===== src/rtl/cdbg_pkg.sv =====
// Shared definitions for the cache debug access port.
// Assumes two ways and a fixed 7-bit tag, so the tag word is 10 bits.
package cdbg_pkg;
    typedef enum logic [1:0] {
        DEV_DATA0 = 2'd0,
        DEV_DATA1 = 2'd1,
        DEV_TAG0  = 2'd2,
        DEV_TAG1  = 2'd3
    } dbg_dev_e;

    localparam int TAG_W     = 7;
    localparam int TRAM_W    = TAG_W + 1;   // {valid, tag}
    localparam int INFO_W    = 3;           // {mru, dirty1, dirty0}
    localparam int TWORD_W   = 10;
    localparam int DATA_W    = 32;
    localparam int OFFSET_W  = 5;           // 32-byte lines
endpackage


===== src/rtl/cdbg_decode.sv =====
// Address decoder for the debug window.
// Recognises the window, picks the target device and extracts line and word.
// Assumes LINE_BITS + 5 <= 28 so the line field sits below the device bits.
module cdbg_decode
    import cdbg_pkg::*;
#(
    parameter int LINE_BITS = 11
) (
    input  logic                 req,
    input  logic [31:0]          addr,
    output logic                 hit,
    output dbg_dev_e             dev,
    output logic [LINE_BITS-1:0] line,
    output logic [2:0]           word
);
    localparam int LINE_TOP = OFFSET_W + LINE_BITS;

    logic unused_addr;

    // Window match and field split.
    always_comb begin
        hit  = req && addr[31] && addr[30];
        dev  = dbg_dev_e'(addr[29:28]);
        line = addr[OFFSET_W +: LINE_BITS];
        word = addr[4:2];
    end

    assign unused_addr = ^{addr[27:LINE_TOP], addr[1:0]};
endmodule


===== src/rtl/cdbg_tagfmt.sv =====
// Packs and unpacks the 10-bit tag/info word and applies the field write rules.
// Write word: [9] dirty enable, [8] dirty value, [7] valid, [6:0] tag.
// Read word:  [9] most-recent way, [8] dirty of this way, [7] valid, [6:0] tag.
module cdbg_tagfmt
    import cdbg_pkg::*;
(
    input  logic               wr_way,
    input  logic [TWORD_W-1:0] wword,
    output logic [TRAM_W-1:0]  tram_wdata,
    output logic               dirty_wen,
    output logic [INFO_W-1:0]  info_wmask,
    output logic [INFO_W-1:0]  info_wdata,
    input  logic               rd_way,
    input  logic [TRAM_W-1:0]  rd_tram,
    input  logic [INFO_W-1:0]  rd_info,
    output logic [TWORD_W-1:0] rword
);
    // Write side: tag and valid pass straight, dirty goes through a one-hot mask.
    always_comb begin
        tram_wdata = wword[TRAM_W-1:0];
        dirty_wen  = wword[9];
        info_wmask = '0;
        info_wmask[wr_way] = 1'b1;
        info_wdata = {1'b0, wword[8], wword[8]};
    end

    // Read side: merge the way's tag entry with the shared line info.
    always_comb begin
        rword = {rd_info[2], rd_info[rd_way], rd_tram};
    end
endmodule


===== src/rtl/cdbg_arb.sv =====
// Two-input bus multiplexer for the shared RAM control signals.
// The debug side wins only while its select is high; otherwise the normal side passes.
module cdbg_arb #(
    parameter int W = 8
) (
    input  logic         dbg_sel,
    input  logic [W-1:0] dbg_bus,
    input  logic [W-1:0] nrm_bus,
    output logic [W-1:0] ram_bus,
    output logic         nrm_granted
);
    // Select the bus owner for this cycle.
    always_comb begin
        ram_bus     = dbg_sel ? dbg_bus : nrm_bus;
        nrm_granted = !dbg_sel;
    end
endmodule


===== src/rtl/cache_dbg_port.sv =====
// Cache debug access port: direct processor access to data, tag and info RAMs.
// Assumes synchronous RAMs with one cycle read latency and a one-cycle request.
// Accepted requests complete with a dbg_ready pulse on the following cycle.
module cache_dbg_port
    import cdbg_pkg::*;
#(
    parameter int LINE_BITS = 11,
    parameter int DADDR_W   = LINE_BITS + 3
) (
    input  logic                 clk,
    input  logic                 rst_n,
    input  logic                 dbg_req,
    input  logic                 dbg_we,
    input  logic [31:0]          dbg_addr,
    input  logic [31:0]          dbg_wdata,
    output logic [31:0]          dbg_rdata,
    output logic                 dbg_ready,
    output logic                 nrm_granted,
    input  logic [1:0]           nrm_dram_en,
    input  logic                 nrm_dram_we,
    input  logic [DADDR_W-1:0]   nrm_dram_addr,
    input  logic [31:0]          nrm_dram_wdata,
    input  logic [LINE_BITS-1:0] nrm_tag_addr,
    input  logic [1:0]           nrm_tram_en,
    input  logic                 nrm_tram_we,
    input  logic [7:0]           nrm_tram_wdata,
    input  logic                 nrm_info_en,
    input  logic                 nrm_info_we,
    input  logic [2:0]           nrm_info_wmask,
    input  logic [2:0]           nrm_info_wdata,
    output logic [1:0]           dram_en,
    output logic                 dram_we,
    output logic [DADDR_W-1:0]   dram_addr,
    output logic [31:0]          dram_wdata,
    input  logic [31:0]          dram_rdata_w0,
    input  logic [31:0]          dram_rdata_w1,
    output logic [LINE_BITS-1:0] tag_addr,
    output logic [1:0]           tram_en,
    output logic                 tram_we,
    output logic [7:0]           tram_wdata,
    input  logic [7:0]           tram_rdata_w0,
    input  logic [7:0]           tram_rdata_w1,
    output logic                 info_en,
    output logic                 info_we,
    output logic [2:0]           info_wmask,
    output logic [2:0]           info_wdata,
    input  logic [2:0]           info_rdata
);
    localparam int BUS_W = 2 + 1 + DADDR_W + DATA_W + LINE_BITS
                         + 2 + 1 + TRAM_W + 1 + 1 + INFO_W + INFO_W;

    logic                 hit;
    dbg_dev_e             dev;
    logic [LINE_BITS-1:0] line;
    logic [2:0]           word;
    logic                 is_tag;
    logic                 way;
    logic [TRAM_W-1:0]    d_tram_wdata;
    logic                 dirty_wen;
    logic [INFO_W-1:0]    d_info_wmask;
    logic [INFO_W-1:0]    d_info_wdata;
    logic [1:0]           way_onehot;
    logic [1:0]           d_dram_en;
    logic [1:0]           d_tram_en;
    logic                 d_info_en;
    logic [BUS_W-1:0]     dbg_bus;
    logic [BUS_W-1:0]     nrm_bus;
    logic [BUS_W-1:0]     ram_bus;
    logic                 ready_q;
    dbg_dev_e             rd_dev_q;
    logic [TRAM_W-1:0]    rd_tram;
    logic [TWORD_W-1:0]   rword;

    cdbg_decode #(.LINE_BITS(LINE_BITS)) u_decode (
        .req  (dbg_req),
        .addr (dbg_addr),
        .hit  (hit),
        .dev  (dev),
        .line (line),
        .word (word)
    );

    cdbg_tagfmt u_tagfmt (
        .wr_way     (way),
        .wword      (dbg_wdata[TWORD_W-1:0]),
        .tram_wdata (d_tram_wdata),
        .dirty_wen  (dirty_wen),
        .info_wmask (d_info_wmask),
        .info_wdata (d_info_wdata),
        .rd_way     (rd_dev_q[0]),
        .rd_tram    (rd_tram),
        .rd_info    (info_rdata),
        .rword      (rword)
    );

    // Debug-side RAM controls derived from the decoded target.
    always_comb begin
        is_tag     = dev[1];
        way        = dev[0];
        way_onehot = way ? 2'b10 : 2'b01;
        d_dram_en  = (hit && !is_tag) ? way_onehot : 2'b00;
        d_tram_en  = (hit &&  is_tag) ? way_onehot : 2'b00;
        d_info_en  = hit && is_tag && (!dbg_we || dirty_wen);
    end

    // Flatten both request buses for the shared multiplexer.
    always_comb begin
        dbg_bus = {d_dram_en, dbg_we, {line, word}, dbg_wdata,
                   line, d_tram_en, dbg_we, d_tram_wdata,
                   d_info_en, dbg_we, d_info_wmask, d_info_wdata};
        nrm_bus = {nrm_dram_en, nrm_dram_we, nrm_dram_addr, nrm_dram_wdata,
                   nrm_tag_addr, nrm_tram_en, nrm_tram_we, nrm_tram_wdata,
                   nrm_info_en, nrm_info_we, nrm_info_wmask, nrm_info_wdata};
    end

    cdbg_arb #(.W(BUS_W)) u_arb (
        .dbg_sel     (hit),
        .dbg_bus     (dbg_bus),
        .nrm_bus     (nrm_bus),
        .ram_bus     (ram_bus),
        .nrm_granted (nrm_granted)
    );

    // Unpack the granted bus onto the RAM ports.
    assign {dram_en, dram_we, dram_addr, dram_wdata,
            tag_addr, tram_en, tram_we, tram_wdata,
            info_en, info_we, info_wmask, info_wdata} = ram_bus;

    // Completion pulse and target of the access in flight.
    always_ff @(posedge clk) begin
        if (!rst_n) begin
            ready_q  <= 1'b0;
            rd_dev_q <= DEV_DATA0;
        end else begin
            ready_q <= hit;
            if (hit) rd_dev_q <= dev;
        end
    end

    // Return data selection, zero outside the completion cycle.
    always_comb begin
        rd_tram   = rd_dev_q[0] ? tram_rdata_w1 : tram_rdata_w0;
        dbg_rdata = '0;
        if (ready_q) begin
            case (rd_dev_q)
                DEV_DATA0: dbg_rdata = dram_rdata_w0;
                DEV_DATA1: dbg_rdata = dram_rdata_w1;
                DEV_TAG0,
                DEV_TAG1:  dbg_rdata = {{(DATA_W-TWORD_W){1'b0}}, rword};
                default:   dbg_rdata = '0;
            endcase
        end
    end

    assign dbg_ready = ready_q;

    AST_READY_AFTER_REQ: assert property (@(posedge clk) disable iff (!rst_n)
        dbg_ready |-> $past(dbg_req));
    AST_READY_IN_WINDOW: assert property (@(posedge clk) disable iff (!rst_n)
        dbg_ready |-> ($past(dbg_addr[31:30]) == 2'b11));
    AST_DIRTY_MASK: assert property (@(posedge clk) disable iff (!rst_n)
        (info_en && info_we && !nrm_granted) |-> (!info_wmask[2] && $countones(info_wmask) == 1));
    AST_NRM_BLOCKED: assert property (@(posedge clk) disable iff (!rst_n)
        !nrm_granted |-> ((dram_en | tram_en) != 2'b00));
    AST_TAG_UPPER_ZERO: assert property (@(posedge clk) disable iff (!rst_n)
        (dbg_ready && rd_dev_q[1]) |-> (dbg_rdata[31:10] == '0));
    AST_RESET_QUIET: assert property (@(posedge clk)
        !rst_n |=> !dbg_ready);
endmodule


===== config.mk =====
export PLATFORM = sky130hd
export DESIGN_NAME = cache_dbg_port
export DESIGN_NICKNAME = d
export VERILOG_FILES = /design/src/rtl/cdbg_pkg.sv /design/src/rtl/cdbg_decode.sv /design/src/rtl/cdbg_tagfmt.sv /design/src/rtl/cdbg_arb.sv /design/src/rtl/cache_dbg_port.sv
export SDC_FILE = /design/constraint.sdc
export NUM_CORES = 1
export LEC_CHECK = 0
export ABC_AREA = 0
export ABC_CLOCK_PERIOD_IN_PS = 2620
export BUFFER_PORTS_ARGS = -buffer_cell sky130_fd_sc_hd__buf_4
export CELL_PAD_IN_SITES_DETAIL_PLACEMENT = 1
export CELL_PAD_IN_SITES_GLOBAL_PLACEMENT = 2
export CORE_ASPECT_RATIO = 2
export CORE_MARGIN = 4
export CORE_UTILIZATION = 10
export DETAILED_ROUTE_END_ITERATION = 10
export PLACE_DENSITY = 0.95
export SETUP_SLACK_MARGIN = 0.02
export SLEW_MARGIN = 5
export SYNTH_ARGS = -nofsm -noshare
export SYNTH_HDL_FRONTEND = slang
export SYNTH_SLANG_ARGS = --single-unit

===== constraint.sdc =====
create_clock -name clk -period 2.62 [get_ports clk]
set_input_delay 0.262 -clock clk [delete_from_list [all_inputs] [get_ports clk]]
set_output_delay 0.262 -clock clk [all_outputs]
set_load 0.02 [all_outputs]

### Word-level counts from Yosys, hierarchy flattened

Cells that the tools add are included.
Widths: inputs -> output; s select.

| cells by class | value |
|---|---|
| order comparisons | 3 |
| equality and inequality tests | 3 |
| multiplexer cells | 11 |
| reductions and logical operators | 12 |

Operators with widths:

| operator | number |
|---|---|
| $pmux 32 s3 | 1 |
| $mux 79 | 1 |
| $mux 32 | 1 |
| $mux 8 | 1 |
| $logic_and 1x1->1 | 6 |
| $lt 1x3->1 const B | 2 |
| $mux 2 | 3 |
| $eq 2x2->1 const B | 2 |
| $logic_not 1->1 | 3 |
| $mux 1 | 3 |
| $eq 2x1->1 const B | 1 |
| $logic_not 2->1 | 1 |
| $reduce_or 2->1 | 1 |
| $demux 1 s1 | 1 |
| $ge 1x1->1 const B | 1 |
| $logic_or 1x1->1 | 1 |

| word-level totals | value |
|---|---|
| bits in registers | 3 |
| bits of input ports | 230 |
| output and inout port bits | 113 |
| logic and storage cells | 31 |

### Logic depth before layout (Yosys ltp)

Gate-level depths: netlist (run 1).

| depth | value |
|---|---|
| depth in word-level cells | 5 |
| depth in mapped cells | 7 |

### Modules after synthesis

Synthesis (run 1) repeated with hierarchy kept, for this count alone.

| unflattened totals | value |
|---|---|
| cells, all modules | 240 |
| area, all modules | 2586.2 µm² |

Modules (own cells, without submodules):

| module | times used | cells an instance | area each (µm²) |
|---|---|---|---|
| cdbg_arb | 1 | 89 | 1361.3 |
| cache_dbg_port | 1 | 108 | 903.4 |
| cdbg_tagfmt | 1 | 26 | 195.2 |
| cdbg_decode | 1 | 17 | 126.4 |

### Worst setup path before layout (run 1)

OpenSTA, ideal clock, no wires.

| timing | value |
|---|---|
| path kind | input port to output port |
| start | input dbg_req |
| end | output dram_en[0] |
| arrival | 1.248 ns |
| data required time | 2.358 ns |
| setup slack | 1.110 ns |
| stages on the path | 5 |
| path buffers | 2 |
| cell sequence | and3_1 buf_6 inv_4 buf_6 o31ai_1 |

| on the way | value |
|---|---|
| cells in the longest elaborated chain, start to end | 5 |

RTL lines:

| item | RTL line | source |
|---|---|---|
| from (decl) | cache_dbg_port.sv:12 | `input logic dbg_req,` |
| $logic_and 1x1->1 * (2 in a row) | cdbg_decode.sv:22 | `hit = req && addr[31] && addr[30];` |
| $logic_and 1x1->1 | cache_dbg_port.sv:101 | `d_dram_en = (hit && !is_tag) ? way_onehot : 2'b00;` |
| $mux 2 | cache_dbg_port.sv:101 |  |
| $mux 79 * | cdbg_arb.sv:14 | `ram_bus = dbg_sel ? dbg_bus : nrm_bus;` |
| to (decl) | cache_dbg_port.sv:31 | `output logic [1:0] dram_en,` |

Mark *: on every way between the ends. The rest lies on a longest branch, timed or not.

### Final worst setup path (run 1)

| timing | value |
|---|---|
| start | register rd_dev_q[0] |
| end | output dbg_rdata[4] |

| on the way | value |
|---|---|
| cells in the longest elaborated chain, start to end | 4 |
| elaborated cells between the ends (all ways) | 8 |
| classes of those cells | eq/ne: 3; mux: 3; reduce/logical: 2 |

RTL lines:

| item | RTL line | source |
|---|---|---|
| from (decl) | cache_dbg_port.sv:70 | `dbg_dev_e rd_dev_q;` |
| from (signal assigned) | cache_dbg_port.sv:136 | `if (hit) rd_dev_q <= dev;` |
| $eq 2x2->1 | cache_dbg_port.sv:145 | `case (rd_dev_q)` |
| $reduce_or 2->1 | cache_dbg_port.sv:145 |  |
| $pmux 32 s3 * | cache_dbg_port.sv:145 |  |
| $mux 32 * | cache_dbg_port.sv:144 | `if (ready_q) begin` |
| to (decl) | cache_dbg_port.sv:16 | `output logic [31:0] dbg_rdata,` |

Marks and branches as above.

==> flow_metrics.tcl, run 1 <==
set metrics [dict create \
    port-buffer-count 328 \
    synth_top_flop_cell "dfxtp_1" \
    fillers 2143 \
    fin_setup_tns_ns 0 \
    fin_cells 841 \
    crit_path_start "rd_dev_q[0]" \
    crit-reg2reg-launch "rd_dev_q[0]" \
    antenna_left 0 \
    p_leak_uw 0.00252 \
    route.detailed.drc 0 \
    final-hold-violation-count 0 \
    syn_to_final_growth_pct 166 \
    critPathArrivalTime_ns 1.68 \
    rsz0062_at_grt "false" \
    cts_resized 0 \
    drv_slew 0 \
    path_depth 4 \
    via_count 3403 \
    period_share 0.740 \
    nNetsFinal 868 \
    core_mm2 0.0162 \
    clkLatencyLatePin_ns 0.22 \
    r2r_slack_ns 1.32 \
    syn_area_per_cell_um2 5.13 \
    crit_slowest_cell "dfxtp_2" \
    cpLargestDelayFamily "flip-flops" \
    end_kind "output port" \
    cts_setup_buffers 0 \
    syn_nets 550 \
    setup_viol 0 \
    grt_pass1_wl_um 18000 \
    grt_overflow 0 \
    yosysWarnings 0 \
    globalplace.congestion 0.799 \
    grt_max_degree 46 \
    fin_area_mm2 0.00436 \
    clock_sinks 3 \
    crit_fanout 16 \
    dp_cells 837 \
    routed_wirelength_um 12200 \
    vias_per_cell 4.05 \
    rows 66 \
    register_area_um2 61.3 \
    firstDrtPassIters 4 \
    placed_cell_area_mm2 0.00429 \
    clk_pin_slew_ns 0.03 \
    cap_violations 0 \
    path_cells "buf_4 > mux2i_1 > o22ai_1 > buf_4" \
    power_density_mw_per_mm2 234 \
    htree_levels 1 \
    cts.path.max_buffers 2 \
    post-dp-hpwl_um 10700 \
    cts_inserted_buffers 3 \
    status "finished clean" \
    netlist-cell-type-count 19 \
    die_width_um 98.6 \
    synth_edf_count 0 \
    start_util 0.101 \
    drive_gt1_frac 0.537 \
    die_area_mm2 0.0187 \
    first_global_vias 3724 \
    r2r_end "rd_dev_q[0]" \
    required_ns 2.36 \
    grt_usage 0.119 \
    yosysSeqAreaShare 0.0366 \
    syn_area_mm2 0.00164 \
    p_total_uw 1020 \
    ff2ff_path_depth 3 \
    dieHeight_um 189 \
    clock-root-buffer "clkbuf_16" \
    path_class "register to output port" \
    cp-endpoint "dbg_rdata[4]" \
    diodes 0 \
    drtIter0Drc 35 \
    cp_num_buf_inv 2 \
    slew-limit-headroom 0.686 \
    critPathLaunchType "register" \
    synthCells 320 \
    async_flop_share 0 \
    ir_drop_mv 0.122 \
    io_pins 343 \
    holdBufCountCts 0 \
    slowest_delay_ns 0.61 \
    period_needed_ns 1.94 \
    synth_seq_cells 3 \
    timing.critical_path.mode_cell "buf_4" \
    hold_path_class "input port to register" \
    max_freq_mhz 516 \
    antenna_found_initial 0 \
    multi_input_area_mm2 0.00141 \
    wire_per_inst_um 14.4 \
    worst-slew-pin-transition_ns 0.471 \
    cts_tree "yes" \
    fin_skew_ns 0 \
]
## worst register-to-register path: stages, from the launching register on
cell and delay (ns):
dfxtp_2 0.61, buf_4 0.34, nand2_1 0.10, a21boi_1 0.17
## per-layer routing
metal  global-route usage  part of all wire  vias up
met4               0.0295             0.023        0
li1                     -                 -     1642
met1                0.107              0.31     1492
met5                    0                 0        -
met3               0.0454              0.13       14
met2                0.239              0.53      255
## kinds of logic (layout without fill, tap and decap cells)
kind of cell | Yosys count | count (layout) | synth area share
AND/OR/NAND/NOR | 234 | 234 | 0.548
multiplexers | 41 | 41 | 0.250
buffers and inverters | 26 | 343 | 0.107
AO/OA/AOI/OAI | 16 | 16 | 0.0586
flip-flops | 3 | 3 | 0.0366
## stage by stage
step	util	setup WS, ns	hold WS, ns
final	0.270	0.682	0.290
after global routing	0.270	0.596	0.303
after CTS	0.270	0.668	0.292
after detailed placement	0.265	0.916	0.470
after global placement	0.265	0.912	0.456
after floorplan	-	1.11	0.384
## final cells by class
type / instances / area share
Clock buffer: 4 / 0.0181
Tap cell: 204 / 0.0585
Inverter: 3 / 0.00315
Sequential cell: 3 / 0.0140
Timing Repair Buffer: 336 / 0.584
Multi-Input combinational cell: 291 / 0.323
## cells in the mapped netlist (all sizes together) (2+ instances only)
cell,n,area share
and2,3,0.011
o22ai,9,0.034
inv,3,0.0084
buf,18,0.088
nand2,203,0.46
nand3b,2,0.0091
dfxtp,3,0.037
clkbuf,5,0.011
nand3,3,0.0091
nor2,22,0.050
mux2i,41,0.25
o21ai,4,0.012
## power breakdown
group          total (uW)  switching, uW  internal [uW]
clock network         242           41.4            201
logic                 728            332            396
registers            51.9           4.35           47.6
## cell usage in the layout, fill, tap and decap left out, drive strengths merged
master	instances
o22ai	9
dfxtp	3
and2	3
nand3b	2
inv	3
and3	1
nand2	203
o31ai	1
nor2	22
clkbuf	4
a21oi	1
o21ai	4
a21boi	1
mux2i	41
nand3	3
buf	336
## worst min-delay path by stage
stage               slack, ns  depth (start not counted)   startpoint          end
global placement         0.46                          2  rd_dev_q[1]  rd_dev_q[1]
CTS                      0.29                          2        rst_n    dbg_ready
finish                   0.29                          2        rst_n    dbg_ready
global route             0.30                          2        rst_n    dbg_ready
detailed placement       0.47                          2  rd_dev_q[1]  rd_dev_q[1]
floorplan                0.38                          1        rst_n    dbg_ready
## sequential cells by signal (all words and copies together) (netlist names)
| signal | cells |
|---|---|
| dbg_ready | 1 |
| rd_dev_q | 2 |
(Power assumes the default switching activity.)
==> inputs of run 2 (changes only) <==
--- a/config.mk
+++ b/config.mk
@@ -6,7 +6,7 @@
 export NUM_CORES = 1
 export LEC_CHECK = 0
 export ABC_AREA = 0
-export ABC_CLOCK_PERIOD_IN_PS = 2620
+export ABC_CLOCK_PERIOD_IN_PS = 1800
 export BUFFER_PORTS_ARGS = -buffer_cell sky130_fd_sc_hd__buf_4
 export CELL_PAD_IN_SITES_DETAIL_PLACEMENT = 1
 export CELL_PAD_IN_SITES_GLOBAL_PLACEMENT = 2
==> constraint.sdc (replaced) <==
create_clock -name clk -period 1.8 [get_ports clk]
set_input_delay 0.18 -clock clk [delete_from_list [all_inputs] [get_ports clk]]
set_output_delay 0.18 -clock clk [all_outputs]
set_load 0.02 [all_outputs]
==> run 2 against run 1 <==
Sequential power up 37%. Die area is the same. Critical path depth did not move. Clock-buffer cell count unchanged. Sequential share of layout area hardly changed. Global-route usage grew 0.32 points. Cell area rose by 0.57%. Core utilization increased by 0.15 points. Critical path type unchanged. Largest cell class unchanged.
==> flow_metrics.tcl, run 2 (same netlist as run 1, synthesis figures left out) <==
set metrics [dict create \
    die_area_mm2 0.0187 \
    hold_path_class "input port to register" \
    crit_slowest_cell "mux2i_1" \
    dieHeight_um 189 \
    cts_tree "yes" \
    use_met3 0.0428 \
    grt_overflow 0 \
    crit_fanout 33 \
    critPathArrivalTime_ns 1.46 \
    period_needed_ns 1.64 \
    ff2ff_path_depth 3 \
    cp_num_buf_inv 2 \
    slew-limit-headroom 0.747 \
    firstDrtPassIters 4 \
    r2r_end "rd_dev_q[0]" \
    clk_pin_slew_ns 0.03 \
    antenna_found_initial 0 \
    routed_wirelength_um 12300 \
    hp-start "rst_n" \
    r2r_slack_ns 0.93 \
    setup_viol 0 \
    grt_max_degree 45 \
    drive_gt1_frac 0.537 \
    status "finished clean" \
    drv_slew 0 \
    cts.path.max_buffers 2 \
    port-buffer-count 328 \
    post-route-util 0.271 \
    required_ns 1.62 \
    top_register "rd_dev_q" \
    io_pins 343 \
    largest_reg_flops 2 \
    clock-root-buffer "clkbuf_16" \
    end_kind "output port" \
    antenna_left 0 \
    via_count 3388 \
    start_util 0.101 \
    vias_per_cell 4.03 \
    holdBufCountCts 0 \
    critPathLaunchType "register" \
    core_mm2 0.0162 \
    grtUsageMet2 0.253 \
    final-hold-violation-count 0 \
    cts_inserted_buffers 3 \
    fillers 2095 \
    cts_setup_buffers 0 \
    clock_sinks 3 \
    post-dp-hpwl_um 10800 \
    grt_use_met1 0.112 \
    grt_usage 0.122 \
    power_density_mw_per_mm2 341 \
    globalplace.congestion 0.766 \
    fin_area_mm2 0.00439 \
    min_to "dbg_ready" \
    fin_setup_tns_ns 0 \
    clkLatencyLatePin_ns 0.23 \
    p_leak_uw 0.00252 \
    rows 66 \
    path_class "register to output port" \
    max_freq_mhz 610 \
    grt_busiest_layer "met2" \
    first_global_vias 3722 \
    worst-slew-pin-transition_ns 0.378 \
    mostFrequentLayoutCells "buf_4, nand2_1, mux2i_1" \
    nNetsFinal 868 \
    cts_resized 0 \
    syn_to_final_growth_pct 167 \
    holdPathStages 2 \
    final_common_cell "buf_4" \
    htree_levels 1 \
    drtIter0Drc 26 \
    route.detailed.drc 0 \
    path_cells "buf_12 > mux2i_1 > a21oi_1 > buf_4" \
    placed_cell_area_mm2 0.00431 \
    diodes 0 \
    slowest_delay_ns 0.35 \
    period_share 0.911 \
    cap_violations 0 \
    cpLargestDelayFamily "buffers and inverters" \
    grt_pass1_wl_um 18400 \
    ir_drop_mv 0.267 \
    fin_skew_ns 0 \
    rsz0062_at_grt "false" \
    die_width_um 98.6 \
    wire_per_inst_um 14.6 \
    crit-reg2reg-launch "rd_dev_q[0]" \
]
run 2: how the worst max path moves through the flow:
stage	cells past startpoint	startpoint	slack [ns]	to
2_1_floorplan	5	dbg_req	0.45	dram_en[0]
3_3_place_gp	7	dbg_req	0.27	dram_wdata[24]
3_5_place_dp	7	dbg_req	0.27	dram_wdata[9]
4_1_cts	4	rd_dev_q[0]	0.15	dbg_rdata[9]
5_1_grt	4	rd_dev_q[0]	0.11	dbg_rdata[27]
6_report	4	rd_dev_q[0]	0.16	dbg_rdata[9]
run 2: metal layers:
metal	vias to the layer above	part of all wire
li1	1645	-
met1	1485	0.31
met2	248	0.55
met3	10	0.13
met4	0	0.013
met5	-	0
run 2: report_power, final:
group	total (uW)	switching (uW)	internal, uW	leakage [uW]
Clock	356	63.2	293	0.0000382
Sequential	71.3	2.04	69.3	0.0000249
Combinational	1070	492	579	0.00246
Total	1500	557	941	0.00252
run 2: area by class of cell:
class                           instances  area (um2)  area share
Timing Repair Buffer                  336        2570       0.586
Multi-Input combinational cell        291        1410       0.321
Tap cell                              204         255      0.0582
Clock buffer                            4        78.8      0.0180
Sequential cell                         3        61.3      0.0140
Inverter                                3        13.8     0.00314
run 2: worst register-to-register path, delay by kind of cell, from the launching register on:
kind            cells  cell delay [ns]
flops               1             0.34
buf+inv             1             0.24
simple gates        1             0.08
compound gates      1             0.14
run 2: stage by stage:
stage / worst slack, ns / total power (uW) / std cells / hold WS [ns]
detailed placement: 0.275 / 1160 / 837 / 0.430
CTS: 0.146 / 1520 / 841 / 0.201
global placement: 0.274 / 1150 / 837 / 0.423
global route: 0.108 / 1600 / 841 / 0.213
finish: 0.161 / 1500 / 841 / 0.202
floorplan: 0.454 / 501 / 320 / 0.302
==> inputs of run 3 (changes only) <==
--- a/config.mk
+++ b/config.mk
@@ -15,6 +15,7 @@
 export CORE_UTILIZATION = 10
 export DETAILED_ROUTE_END_ITERATION = 10
 export PLACE_DENSITY = 0.95
+export RECOVER_POWER = 100
 export SETUP_SLACK_MARGIN = 0.02
 export SLEW_MARGIN = 5
 export SYNTH_ARGS = -nofsm -noshare
==> run 3 against run 2 <==
Hold slack improved by 0.0032 ns. Maximum frequency shrank 3.5%. Clock power about the same. Non-clock buffer count stayed put. Clock skew is the same. Critical path type unchanged. Clock-buffer cell count did not move. Sequential power hardly changed. Combinational power decreased by 9.9%.
==> flow_metrics.tcl, run 3 (same netlist as run 1, synthesis figures left out) <==
set metrics [dict create \
    worst-slew-pin-transition_ns 0.384 \
    critPathLaunchType "register" \
    path_class "register to output port" \
    p_total_uw 1390 \
    drtIter0Drc 28 \
    cts.path.max_buffers 2 \
    grt_use_met1 0.112 \
    wire_per_inst_um 14.6 \
    grt_overflow 0 \
    final_common_cell "buf_4" \
    slew-limit-headroom 0.744 \
    grt_usage 0.122 \
    clkLatencyLatePin_ns 0.22 \
    fin_setup_tns_ns 0 \
    dieHeight_um 189 \
    nNetsFinal 868 \
    placed_cell_area_mm2 0.00431 \
    hp-start "rst_n" \
    grt_pass1_wl_um 18400 \
    clk_pin_slew_ns 0.03 \
    ir_drop_mv 0.266 \
    hold_slack_ns 0.205 \
    critPathArrivalTime_ns 1.52 \
    largest_reg_flops 2 \
    clock_sinks 3 \
    cts_resized 0 \
    routed_wirelength_um 12300 \
    rows 66 \
    grt_max_degree 45 \
    via_count 3387 \
    grt_busiest_layer "met2" \
    end_kind "output port" \
    holdBufCountCts 0 \
    crit-reg2reg-launch "rd_dev_q[0]" \
    fin_area_mm2 0.00403 \
    fin_cells 841 \
    first_global_vias 3722 \
    vias_per_cell 4.03 \
    cts_tree "yes" \
    max_freq_mhz 588 \
    cap_violations 0 \
    rsz0062_at_grt "false" \
    antenna_left 0 \
    p_leak_uw 0.00218 \
    die_area_mm2 0.0187 \
    antenna_found_initial 0 \
    firstDrtPassIters 4 \
    period_share 0.944 \
    syn_to_final_growth_pct 145 \
    diodes 0 \
    required_ns 1.62 \
    dp_cells 837 \
    port-buffer-count 328 \
    start_util 0.101 \
    io_pins 343 \
    fin_skew_ns 0 \
    power_density_mw_per_mm2 345 \
    crit_fanout 33 \
    cts_setup_buffers 0 \
    drv_slew 0 \
    drive_gt1_frac 0.396 \
    globalplace.congestion 0.766 \
    crit_path_start "rd_dev_q[0]" \
    die_width_um 98.6 \
    period_needed_ns 1.70 \
    top_register "rd_dev_q" \
    hold_path_class "input port to register" \
    route.detailed.drc 0 \
    mostFrequentLayoutCells "buf_4, nand2_1, clkbuf_1" \
    post-dp-hpwl_um 10800 \
    final-hold-violation-count 0 \
    setup_viol 0 \
    core_mm2 0.0162 \
    use_met3 0.0428 \
    status "finished clean" \
    cts_inserted_buffers 3 \
    clock-root-buffer "clkbuf_16" \
    htree_levels 1 \
    grtUsageMet2 0.253 \
]
==> run 3: cell types whose count changed in the layout (fill, tap and decap cells not counted), sizes merged <==
cell / previous run / this run
buf: 336 / 236
clkbuf: 4 / 104
==> run 3: worst paths after layout <==
check / endpoint / slack, ns / depth (start not counted)
worst max-delay path: dbg_rdata[9] / 0.10 / 4
worst min-delay path: dbg_ready / 0.21 / 2
worst max register to register: rd_dev_q[0] / 0.86 / 3
worst min register to register: rd_dev_q[1] / 0.50 / 2
==> run 3: stage by stage <==
stage | setup WS (ns) | util
floorplan | 0.454 | -
global route | 0.0556 | 0.249
finish | 0.101 | 0.249
CTS | 0.146 | 0.271
global placement | 0.274 | 0.266
detailed placement | 0.275 | 0.266
==> run 3: final cells by class <==
| cell class | count | area [um2] |
|---|---|---|
| Tap cell | 204 | 255 |
| Timing Repair Buffer | 336 | 2210 |
| Multi-Input combinational cell | 291 | 1410 |
| Sequential cell | 3 | 60.1 |
| Inverter | 3 | 13.8 |
| Clock buffer | 4 | 78.8 |
| Fill cell | 2164 | 12200 |
==> run 3: layer usage <==
layer  up-vias  share of wire
met5         -              0
met4         0          0.013
met3        10           0.13
met2       248           0.55
met1      1485           0.31
li1       1644              -
==> run 3: critical path, cell delays in order, from the launching register on <==
cell	delay (ns)
dfxtp_1	0.37
buf_12	0.25
mux2i_1	0.36
a21oi_1	0.12
clkbuf_2	0.17
==> run 3: report_power, final <==
| group | internal (uW) | leakage [uW] | total, uW | switching (uW) |
|---|---|---|---|---|
| logic | 476 | 0.00211 | 964 | 489 |
| registers | 69.1 | 0.0000244 | 71.2 | 2.04 |
| clock network | 293 | 0.0000382 | 356 | 63.1 |
